--- src/rtl/sip_pkg.sv ---
package sip_pkg;
    localparam int SOCK_MAX = 4;
    localparam int SOCK_W   = $clog2(SOCK_MAX);
    localparam int OFF_W    = 6;
    localparam int IDX_W    = SOCK_W + OFF_W;
    localparam int BYTE_W   = 8;

    typedef struct packed {
        logic [IDX_W-1:0] idx;
    } port_state_t;

    // Socket-count field to live-socket mask
    function automatic logic [SOCK_MAX-1:0] cfg_to_mask(input logic [1:0] cfg);
        logic [SOCK_MAX-1:0] m;
        case (cfg)
            2'b00:   m = 4'b0011;
            2'b01:   m = 4'b0001;
            default: m = 4'b1111;
        endcase
        return m;
    endfunction
endpackage

--- src/rtl/sip_decode.sv ---
module sip_decode
    import sip_pkg::*;
#(
    parameter int IMPL_REGS = 16
) (
    input  logic [IDX_W-1:0]    idx,
    input  logic [1:0]          sock_cfg,
    output logic [SOCK_W-1:0]   sock,
    output logic [OFF_W-1:0]    off,
    output logic [SOCK_MAX-1:0] live_mask,
    output logic                sock_active,
    output logic                off_impl
);
    always_comb begin
        sock        = idx[IDX_W-1 -: SOCK_W];
        off         = idx[OFF_W-1:0];
        live_mask   = cfg_to_mask(sock_cfg);
        sock_active = live_mask[sock];
        off_impl    = ({1'b0, off} < (OFF_W+1)'(IMPL_REGS));
    end
endmodule

--- src/rtl/sip_bank.sv ---
module sip_bank
    import sip_pkg::*;
#(
    parameter int IMPL_REGS = 16,
    localparam int REG_W    = (IMPL_REGS > 1) ? $clog2(IMPL_REGS) : 1
) (
    input  logic              clk,
    input  logic              rst_n,
    input  logic              wr_en,
    input  logic [REG_W-1:0]  wr_reg,
    input  logic [BYTE_W-1:0] wr_data,
    input  logic [REG_W-1:0]  rd_reg,
    output logic [BYTE_W-1:0] rd_data
);
    logic [BYTE_W-1:0] regs_d [IMPL_REGS];
    logic [BYTE_W-1:0] regs_q [IMPL_REGS];

    always_comb begin
        regs_d = regs_q;
        if (wr_en) regs_d[wr_reg] = wr_data;
        rd_data = regs_q[rd_reg];
    end

    always_ff @(posedge clk) begin
        if (!rst_n) begin
            for (int i = 0; i < IMPL_REGS; i++) regs_q[i] <= '0;
        end else begin
            regs_q <= regs_d;
        end
    end

    // an accepted write is stored at the addressed byte
    a_r2_write_lands: assert property (@(posedge clk) disable iff (!rst_n)
        wr_en |=> regs_q[$past(wr_reg)] == $past(wr_data));
endmodule

--- src/rtl/sock_index_port.sv ---
module sock_index_port
    import sip_pkg::*;
#(
    parameter int IMPL_REGS = 16,
    localparam int REG_W    = (IMPL_REGS > 1) ? $clog2(IMPL_REGS) : 1
) (
    input  logic              clk,
    input  logic              rst_n,
    input  logic              host_addr,
    input  logic              host_wr,
    input  logic [BYTE_W-1:0] host_wdata,
    output logic [BYTE_W-1:0] host_rdata,
    input  logic [1:0]        sock_cfg
);
    port_state_t st_d, st_q;

    logic [SOCK_W-1:0]   sock;
    logic [OFF_W-1:0]    off;
    logic [SOCK_MAX-1:0] live_mask;
    logic                sock_active;
    logic                off_impl;
    logic                data_hit;
    logic [BYTE_W-1:0]   bank_rd [SOCK_MAX];

    sip_decode #(.IMPL_REGS(IMPL_REGS)) u_decode (
        .idx        (st_q.idx),
        .sock_cfg   (sock_cfg),
        .sock       (sock),
        .off        (off),
        .live_mask  (live_mask),
        .sock_active(sock_active),
        .off_impl   (off_impl)
    );

    assign data_hit = sock_active && off_impl;

    for (genvar g = 0; g < SOCK_MAX; g++) begin : g_bank
        sip_bank #(.IMPL_REGS(IMPL_REGS)) u_bank (
            .clk    (clk),
            .rst_n  (rst_n),
            .wr_en  (host_wr && host_addr && data_hit && (sock == SOCK_W'(g))),
            .wr_reg (off[REG_W-1:0]),
            .wr_data(host_wdata),
            .rd_reg (off[REG_W-1:0]),
            .rd_data(bank_rd[g])
        );
    end

    always_comb begin
        st_d = st_q;
        if (host_wr && !host_addr) st_d.idx = host_wdata;
        if (!host_addr)    host_rdata = st_q.idx;
        else if (data_hit) host_rdata = bank_rd[sock];
        else               host_rdata = '0;
    end

    always_ff @(posedge clk) begin
        if (!rst_n) st_q <= '0;
        else        st_q <= st_d;
    end

    // index port write loads the index
    a_r1_index_load: assert property (@(posedge clk) disable iff (!rst_n)
        (host_wr && !host_addr) |=> (host_rdata == $past(host_wdata) || host_addr));
    // index holds across every other access
    a_r1_index_hold: assert property (@(posedge clk) disable iff (!rst_n)
        !(host_wr && !host_addr) |=> $stable(st_q.idx));
    // live mask is one of the three legal shapes
    a_r4_mask_shape: assert property (@(posedge clk) disable iff (!rst_n)
        (live_mask == 4'b0001) || (live_mask == 4'b0011) || (live_mask == 4'b1111));
    // inactive socket data reads are zero
    a_r5_inactive_zero: assert property (@(posedge clk) disable iff (!rst_n)
        (host_addr && !sock_active) |-> host_rdata == '0);
    // unimplemented offsets read as zero
    a_r6_unimpl_zero: assert property (@(posedge clk) disable iff (!rst_n)
        (host_addr && !off_impl) |-> host_rdata == '0);
endmodule

--- config.mk ---
export PLATFORM = sky130hd
export DESIGN_NAME = sock_index_port
export DESIGN_NICKNAME = d
export VERILOG_FILES = /design/src/rtl/sip_pkg.sv /design/src/rtl/sip_decode.sv /design/src/rtl/sip_bank.sv /design/src/rtl/sock_index_port.sv
export SDC_FILE = /design/constraint.sdc
export NUM_CORES = 1
export LEC_CHECK = 0
export BUFFER_PORTS_ARGS = -buffer_cell sky130_fd_sc_hd__buf_2
export CAP_MARGIN = 0
export CELL_PAD_IN_SITES_DETAIL_PLACEMENT = 1
export CELL_PAD_IN_SITES_GLOBAL_PLACEMENT = 2
export CORE_MARGIN = 4
export CORE_UTILIZATION = 43
export CTS_BUF_LIST = sky130_fd_sc_hd__clkbuf_8
export DETAILED_ROUTE_END_ITERATION = 10
export PLACE_DENSITY = 0.86
export REMOVE_ABC_BUFFERS = 1
export SETUP_SLACK_MARGIN = 0.15
export SKIP_CTS_REPAIR_TIMING = 1
export SKIP_LAST_GASP = 1
export SYNTH_ARGS = -nofsm -noshare
export SYNTH_HDL_FRONTEND = slang
export SYNTH_SLANG_ARGS = --single-unit
--- constraint.sdc ---
create_clock -name clk -period 3.08 [get_ports clk]
set_input_delay 0.462 -clock clk [delete_from_list [all_inputs] [get_ports clk]]
set_output_delay 0.462 -clock clk [all_outputs]
set_load 0.05 [all_outputs]
==> metrics.csv, run 1 <==
stage,metric,value,unit
run_status,status,"complete, but fails checks",
run_status,violations,negative setup slack,
place,placed_cell_area,26000,um2
clock_network,numClockSinks,520,
floorplanning,die_w,247,um
place,dp_hpwl,52.7,mm
pwr,p_leak,0.00890,uW
pwr,total_power,14100,uW
sta,fmax,270,MHz
floorplanning,ioPinCount,22,
detailed_routing,drt-pass1-iter-count,5,
global_route,antenna_found_initial,1,
synth,ys_ff_latch,520,
synth,ys_warn_count,0,
sta,period_minus_slack,3.71,ns
sta,timing.hold.ws,0.292,ns
clock_network,clk_latency,0.72,ns
pwr,seqPwrFrac,0.480,
floorplanning,start_util,0.434,
final_layout,nNetsFinal,2650,
synth,ys_seq_area_frac,0.426,
critical_path,cp.arrival,3.25,ns
sta,tightest_slew,1.04,ns
final_layout,drive_above_1_share,0.181,
synth,synth_edf_count,0,
run,max_cap_violations,0,
global_route,track_usage,0.266,
floorplanning,die_area,60800,um2
clock_network,cts_root_buf,clkbuf_8,
synth,yosysUniqueCellTypes,52,
worst_hold_path,holdCritPathClass,input pin to flop,
detailed_routing,viasPerCell,5.92,
pwr,pwr-share-comb,0.067,
detailed_routing,vias,20500,
sta,setup_slack,-0.628,ns
global_route,first_global_vias,21600,
sta,min_period_over_period,1.20,
detailed_routing,routed_wl,81.5,mm
sta,skew,0.0247,ns
final_layout,fin_area,28200,um2
critical_path,criticalPathCategory,flop to output port,
sta,finalHoldViolations,0,
clock_network,clk_path_buf_depth,3,
synth,yosys_most_used_dff,dfxtp_1,
critical_path,cp_max_fo,8,
critical_path,worst_ep_required_time,2.62,ns
pwr,internal_power,10400,uW
detailed_routing,drt_iter0_markers,1436,
floorplanning,die_y,247,um
synth,syn_area_per_cell,9.31,um2
pwr,cellPowerDensity,500,nW/um2
detailed_routing,remaining_drc_errors,0,
place,io_buffers,21,
global_route,grt_pass1_wl,128,mm
clock_network,htree_num_levels,3,
floorplanning,coreArea,56400,um2
global_route,grt-ovfl-total,0,
sta,rsz0062_at_grt,yes,
pwr,clockPowerShare,0.453,
global_route,grt_max_degree,118,
floorplanning,rows,87,
clock_network,clk_pin_slew,0.06,ns
synth,syn_inst,2626,
detailed_routing,ant_nets,0,
pwr,ir_drop,351,uV
clock_network,cts_tree,yes,
final_layout,final_core_util,0.500,
sta,slew-limit-headroom,0.301,
place,routabilityCongestion,0.847,
sta,setup_viol,8,
final_layout,area_growth,15.3,%
clock_network,cts_buffers,91,
pwr,p_sw,3660,uW
detailed_routing,wl_per_cell,23.6,um
synth,synth_area,24500,um2
synth,async_flop_share,0,
sta,maxSlewViolCount,0,
pwr,swShare,0.260,
critical_path,crit_path_end_kind,output port,
critical_path,startpoint_type,flop,
power groups by stage:
stage          Combinational, uW  Sequential, uW  Clock, uW
5_1_grt                      994            6760       6800
6_report                     949            6760       6380
2_1_floorplan                330            6960          0
3_3_place_gp                 881            6920          0
3_5_place_dp                 893            6920          0
4_1_cts                      894            6770       6500
layer usage:
layer  global-route usage  part of all wire  wire [um]  up-vias
met5                    0                 0          0        -
met4               0.0791             0.025       2060        0
met3               0.0405             0.044       3610      140
met2                0.441              0.48      38900      491
met1                0.362              0.45      37000    10500
li1                     -                 -          -     9324
state kept, by name, summed over array words and instances, names as in the netlist:
register and cells:
st_q 8, g_bank.u_bank.regs_q 512
critical path, stage by stage (launching register included):
cell,delay (ns)
dfxtp_4,0.40
buf_12,0.13
buf_12,0.12
buf_4,0.11
mux4_2,0.51
a22oi_1,0.21
buf_4,0.16
nand4_1,0.18
a221o_1,0.49
buf_6,0.20
path summary, 6_finish.rpt:
path                                            start                                       end  slack (ns)  cells after the start
max                              st_q[0]$_SDFFE_PN0P_                             host_rdata[5]       -0.63                      9
min                                             rst_n  g_bank[3].u_bank.regs_q[91]$_SDFFE_PN0P_        0.29                      2
min reg2reg  g_bank[2].u_bank.regs_q[72]$_SDFFE_PN0P_  g_bank[2].u_bank.regs_q[72]$_SDFFE_PN0P_        0.46                      2
max reg2reg                      st_q[3]$_SDFFE_PN0P_  g_bank[2].u_bank.regs_q[36]$_SDFFE_PN0P_        0.46                      7
logic make-up (layout without fill, tap and decap cells):
| family | Yosys count | in the layout | synth area share |
|---|---|---|---|
| simple gates | 1089 | 1089 | 0.212 |
| flops | 520 | 520 | 0.426 |
| compound gates | 498 | 498 | 0.152 |
| buf+inv | 265 | 342 | 0.0446 |
| mux | 254 | 254 | 0.166 |
| other cells | 0 | 2 | 0 |
stage by stage:
| stage | TNS (ns) | worst slack, ns | cells |
|---|---|---|---|
| 2_1_floorplan | -2492.93 | -6.52 | 2367 |
| 3_3_place_gp | 0 | 0.00479 | 3284 |
| 3_5_place_dp | 0 | 0.00436 | 3284 |
| 4_1_cts | -5.92 | -0.817 | 3444 |
| 5_1_grt | -5.26 | -0.687 | 3460 |
| 6_report | -4.67 | -0.628 | 3461 |
cells in the mapped netlist (4+ instances only):
master	number	share of area
nor2_1	16	0.0025
a21oi_1	4	0.00082
mux2i_1	129	0.053
o21ai_0	15	0.0031
a221o_1	4	0.0016
clkbuf_1	198	0.030
buf_1	12	0.0018
a211oi_1	4	0.0012
a31oi_1	6	0.0015
nor3b_1	7	0.0021
nand4_1	8	0.0020
dfxtp_1	520	0.43
inv_1	6	0.00092
a21boi_0	416	0.13
nor3_1	5	0.0010
nor3_2	7	0.0029
buf_4	9	0.0028
nand2b_1	7	0.0018
o221ai_1	4	0.0014
a22oi_1	34	0.010
nor2b_1	114	0.029
nand2_1	488	0.075
mux4_2	122	0.11
buf_2	38	0.0078
nor3_4	6	0.0040
nand3_1	410	0.084
cells in the final DEF (no fill, tap or decap), types with 10 or more instances in the layout:
master,count
dfxtp_1,516
buf_6,11
clkinv_2,13
mux2i_1,127
a22oi_1,24
nor2_1,10
nor3_4,11
nand3_1,410
o21ai_0,15
buf_4,113
a21boi_0,416
mux4_2,122
buf_2,12
nand2_1,486
a22oi_2,10
clkbuf_8,111
nor2b_1,114
inv_1,34
buf_12,35
layout make-up:
| class | count | area [um2] |
|---|---|---|
| inverters | 6 | 22.5 |
| well taps | 756 | 946 |
| clock buffers | 111 | 1530 |
| repair buffers | 176 | 1820 |
| diodes | 2 | 5.00 |
| flip-flops and latches | 520 | 10400 |
| clock inverters | 49 | 265 |
| multi-input cells | 1841 | 13200 |
| fillers | 6394 | 28200 |
(Power assumes the default switching activity.)
==> run 2, diff against run 1 <==
- ABC_AREA: not set -> 1
- CORE_UTILIZATION: 43 -> 36
- PLACE_DENSITY: 0.86 -> 0.85
==> run 2 against run 1 <==
  * The run still ends with negative setup slack left
  * Wire length up 16%
  * Total power grew 3.0%
  * Cell area down 0.49%
  * Cell count up 40%
  * Sequential share of layout area up 0.17 points
  * Sequential cell count stayed put
  * Clock skew rose by 0.0073 ns
  * Critical path depth increased by 7
  * Die area grew 17%
  * Largest power group unchanged
==> metrics.csv, run 2 <==
stage,metric,value,unit,change
synth,async_flop_share,0,,unchanged
final_layout,area_growth,16.6,%,
pwr,internal_power,10500,uW,+1.0%
critical_path,rr_worst_depth,11,,+4
final_layout,reg.largest.list,"g_bank.u_bank.regs_q (512), st_q (8)",,
clock_network,cts_root_buf,clkbuf_8,,
detailed_routing,remaining_drc_errors,0,,unchanged
floorplanning,die_y,267,um,+8.1%
final_layout,fin_area,28100,um2,-0.49%
critical_path,crit_chain,buf_12 > inv_16 > clkbuf_16 > nand2_1 > nand2_1 > nand2_1 > nand2_1 > nand2_2 > nand2_1 > nor2_2 > nor2_1 > nor2_1 > nand2_1 > nand2_1 > nand2_1 > buf_6,,
final_layout,final_common_cell,nand2_1,,
worst_hold_path,worstHoldStart,host_addr,,
place,dp_hpwl,56.4,mm,+7.1%
global_route,grt_pass1_wl,137,mm,+7.4%
critical_path,criticalPathCategory,flop to output port,,
final_layout,top_register,g_bank.u_bank.regs_q,,
synth,yosysUniqueCellTypes,20,,-62%
sta,tightest_slew,0.822,ns,-0.218 ns
floorplanning,coreArea,66000,um2,+17%
synth,synth_common_cells,"1391 x nand2_1, 1135 x nor2_1, 520 x dfxtp_1, 375 x o21ai_0, 167 x clkbuf_1",,
critical_path,crit_path_end_kind,output port,,
final_layout,register_area,10400,um2,about the same
floorplanning,die_area,71100,um2,+17%
synth,synth_area_leader_cell,dfxtp_1,,
synth,synth_top_area_frac,0.432,,+0.00688
pwr,total_power,14500,uW,+3.0%
detailed_routing,wl_per_cell,19.5,um,-17%
sta,setup_tns,-1.02,ns,+3.65 ns
place,placed_cell_area,25300,um2,-2.5%
pwr,clockPowerShare,0.444,,-0.009
pwr,seqPwrFrac,0.467,,-0.013
sta,rsz0062_at_grt,yes,,
clock_network,clk_latency,0.69,ns,-0.03 ns
place,io_buffers,21,,unchanged
sta,skew,0.0320,ns,+0.00732 ns
synth,yosysMostFrequentCell,nand2_1,,
synth,synth_area_leaders,"dfxtp_1 43%, nand2_1 22%, nor2_1 18%",,
pwr,p_leak,0.0126,uW,+41%
place,routabilityCongestion,0.857,,+1.2%
clock_network,numClockSinks,520,,unchanged
pwr,swShare,0.274,,+0.0144
global_route,antenna_found_initial,1,,unchanged
worst_hold_path,holdCritPathClass,input pin to flop,,
detailed_routing,viasPerCell,5.00,,-16%
sta,finalHoldViolations,0,,unchanged
worst_hold_path,hold_end,st_q[5]$_SDFFE_PN0P_,,
critical_path,worst_ep_required_time,2.62,ns,about the same
sta,setup_viol,8,,unchanged
synth,synth_edf_count,0,,unchanged
detailed_routing,drt_iter0_markers,1775,,+24%
synth,yosys_most_used_dff,dfxtp_1,,
sta,maxSlewViolCount,0,,unchanged
global_route,grt-ovfl-total,0,,unchanged
place,post-place-ws,0.216,ns,+0.212 ns
sta,min_period_over_period,1.06,,-0.144
floorplanning,rows,94,,+8.0%
clock_network,cts_tree,yes,,
detailed_routing,ant_nets,0,,unchanged
sta,slew-limit-headroom,0.450,,+0.149
floorplanning,die_w,267,um,+8.1%
synth,syn_area_per_cell,6.15,um2,-34%
global_route,grt_max_degree,129,,+9.3%
pwr,p_sw,3980,uW,+8.7%
critical_path,startpoint_type,flop,,
detailed_routing,drt-pass1-iter-count,5,,unchanged
critical_path,crit_buf_inv,4,,-1
sta,setup_slack,-0.185,ns,+0.443 ns
clock_network,cts_buffers,95,,+4.4%
run_status,status,"complete, but fails checks",,
detailed_routing,routed_wl,94.6,mm,+16%
sta,fmax,306,MHz,+14%
critical_path,crit_path_max_incr_delay,0.39,ns,-0.12 ns
run,max_cap_violations,0,,unchanged
floorplanning,ioPinCount,22,,unchanged
critical_path,cpLargestDelayFamily,simple AND/OR/NAND/NOR gates,,
critical_path,r2r-start,st_q[0]$_SDFFE_PN0P_,,
run_status,violations,negative setup slack,,
global_route,track_usage,0.244,,-0.0222
critical_path,cp_max_fo,14,,+6
detailed_routing,vias,24300,,+19%
critical_path,cp.arrival,2.80,ns,-0.45 ns
pwr,cellPowerDensity,517,nW/um2,+3.5%
critical_path,crit_top_cell,nand2_1,,
global_route,first_global_vias,23300,,+7.9%
final_layout,drive_above_1_share,0.113,,-0.0686
final_layout,multiInputGateArea,12700,um2,-3.8%
synth,synth_area,24100,um2,-1.6%
clock_network,clk_pin_slew,0.07,ns,about the same
synth,ys_ff_latch,520,,unchanged
critical_path,r2r_end,g_bank[0].u_bank.regs_q[86]$_SDFFE_PN0P_,,
pwr,ir_drop,212,uV,-40%
clock_network,clk_path_buf_depth,3,,unchanged
pwr,pwr-share-comb,0.089,,+0.022
clock_network,htree_num_levels,3,,unchanged
final_layout,final_cell_mix,"1337 x nand2_1, 1109 x nor2_1, 518 x dfxtp_1",,
worst_hold_path,worstHoldPathCells,4,,+2
synth,ys_seq_area_frac,0.432,,+0.00688
final_layout,largest_reg_flops,512,,unchanged
final_layout,nNetsFinal,3940,,+49%
critical_path,ff2ff_setup_slack,0.23,ns,-0.23 ns
synth,syn_inst,3915,,+49%
final_layout,fillers,8782,,+37%
sta,period_minus_slack,3.26,ns,-0.443 ns
synth,ys_warn_count,0,,unchanged
critical_path,cp_slowest_cell,dfxtp_4,,
floorplanning,start_util,0.365,,-0.0690
-- run 2: cell types whose count changed in the layout (fill, tap and decap cells not counted), moves of 52 or more --
cell and delta:
nand2_2 +73, nand3_1 -402, a21boi_0 -416, inv_2 +68, o21ai_0 +360, nand2_1 +851, nor2b_1 -114, buf_4 -52
mux2i_1 -127, o21ai_1 +145, nor2_1 +1099, mux4_2 -122
-- run 2: metrics by stage --
step                 util  hold WS [ns]  std cells
floorplan               -         0.455       3701
global placement    0.384         0.461       4660
detailed placement  0.384         0.471       4660
CTS                 0.411         0.179       4824
global route        0.426         0.239       4858
finish              0.426         0.244       4858
-- run 2: worst max path at each step --
stage,from,to,slack (ns),cells after the start
after global placement,st_q[0]$_SDFFE_PN0P_,host_rdata[6],0.23,14
after detailed placement,st_q[0]$_SDFFE_PN0P_,host_rdata[6],0.22,14
after floorplan,st_q[0]$_SDFFE_PN0P_,host_rdata[0],-6.72,13
final,st_q[0]$_SDFFE_PN0P_,host_rdata[4],-0.18,16
after CTS,st_q[0]$_SDFFE_PN0P_,host_rdata[6],-0.54,14
after global routing,st_q[0]$_SDFFE_PN0P_,host_rdata[4],-0.27,16
-- run 2: power by group through the flow --
stage | clock network [uW] | registers (uW) | logic [uW]
final | 6450 | 6780 | 1290
after global routing | 6910 | 6780 | 1370
after CTS | 6600 | 6790 | 1080
after detailed placement | 0 | 6930 | 1080
after global placement | 0 | 6930 | 1070
after floorplan | 0 | 6980 | 402
-- run 2: area by class of cell --
type	count	area share
Tap cell	864	0.0385
Inverter	83	0.0118
Multi-Input combinational cell	3098	0.452
Timing Repair Buffer	126	0.0605
Clock buffer	118	0.0578
Sequential cell	520	0.371
Clock inverter	46	0.00704
Antenna cell	1	0.0000891
Timing Repair inverter	2	0.000891
-- run 2: cells by family (layout without fill, tap and decap cells) --
logic type             Yosys count  after routing  synth area share
AND/OR/NAND/NOR               2572           2572             0.410
buffers and inverters          297            375            0.0485
flip-flops                     520            520             0.432
AO/OA/AOI/OAI                  526            526             0.110
other                            0              1                 0
-- run 2: worst register-to-register path, delay by kind of cell (launching register included) --
family | cells | cell delay, ns
and+or+nand+nor | 5 | 1.40
DFF | 1 | 0.39
buffers and inverters | 6 | 0.96
-- run 2: per-layer routing --
| metal | global-route usage | wire [um] | vias up |
|---|---|---|---|
| met2 | 0.392 | 43100 | 461 |
| met3 | 0.0318 | 4300 | 112 |
| met4 | 0.0638 | 1890 | 0 |
| met1 | 0.348 | 45300 | 11600 |
| li1 | - | - | 12200 |
| met5 | 0 | 0 | - |
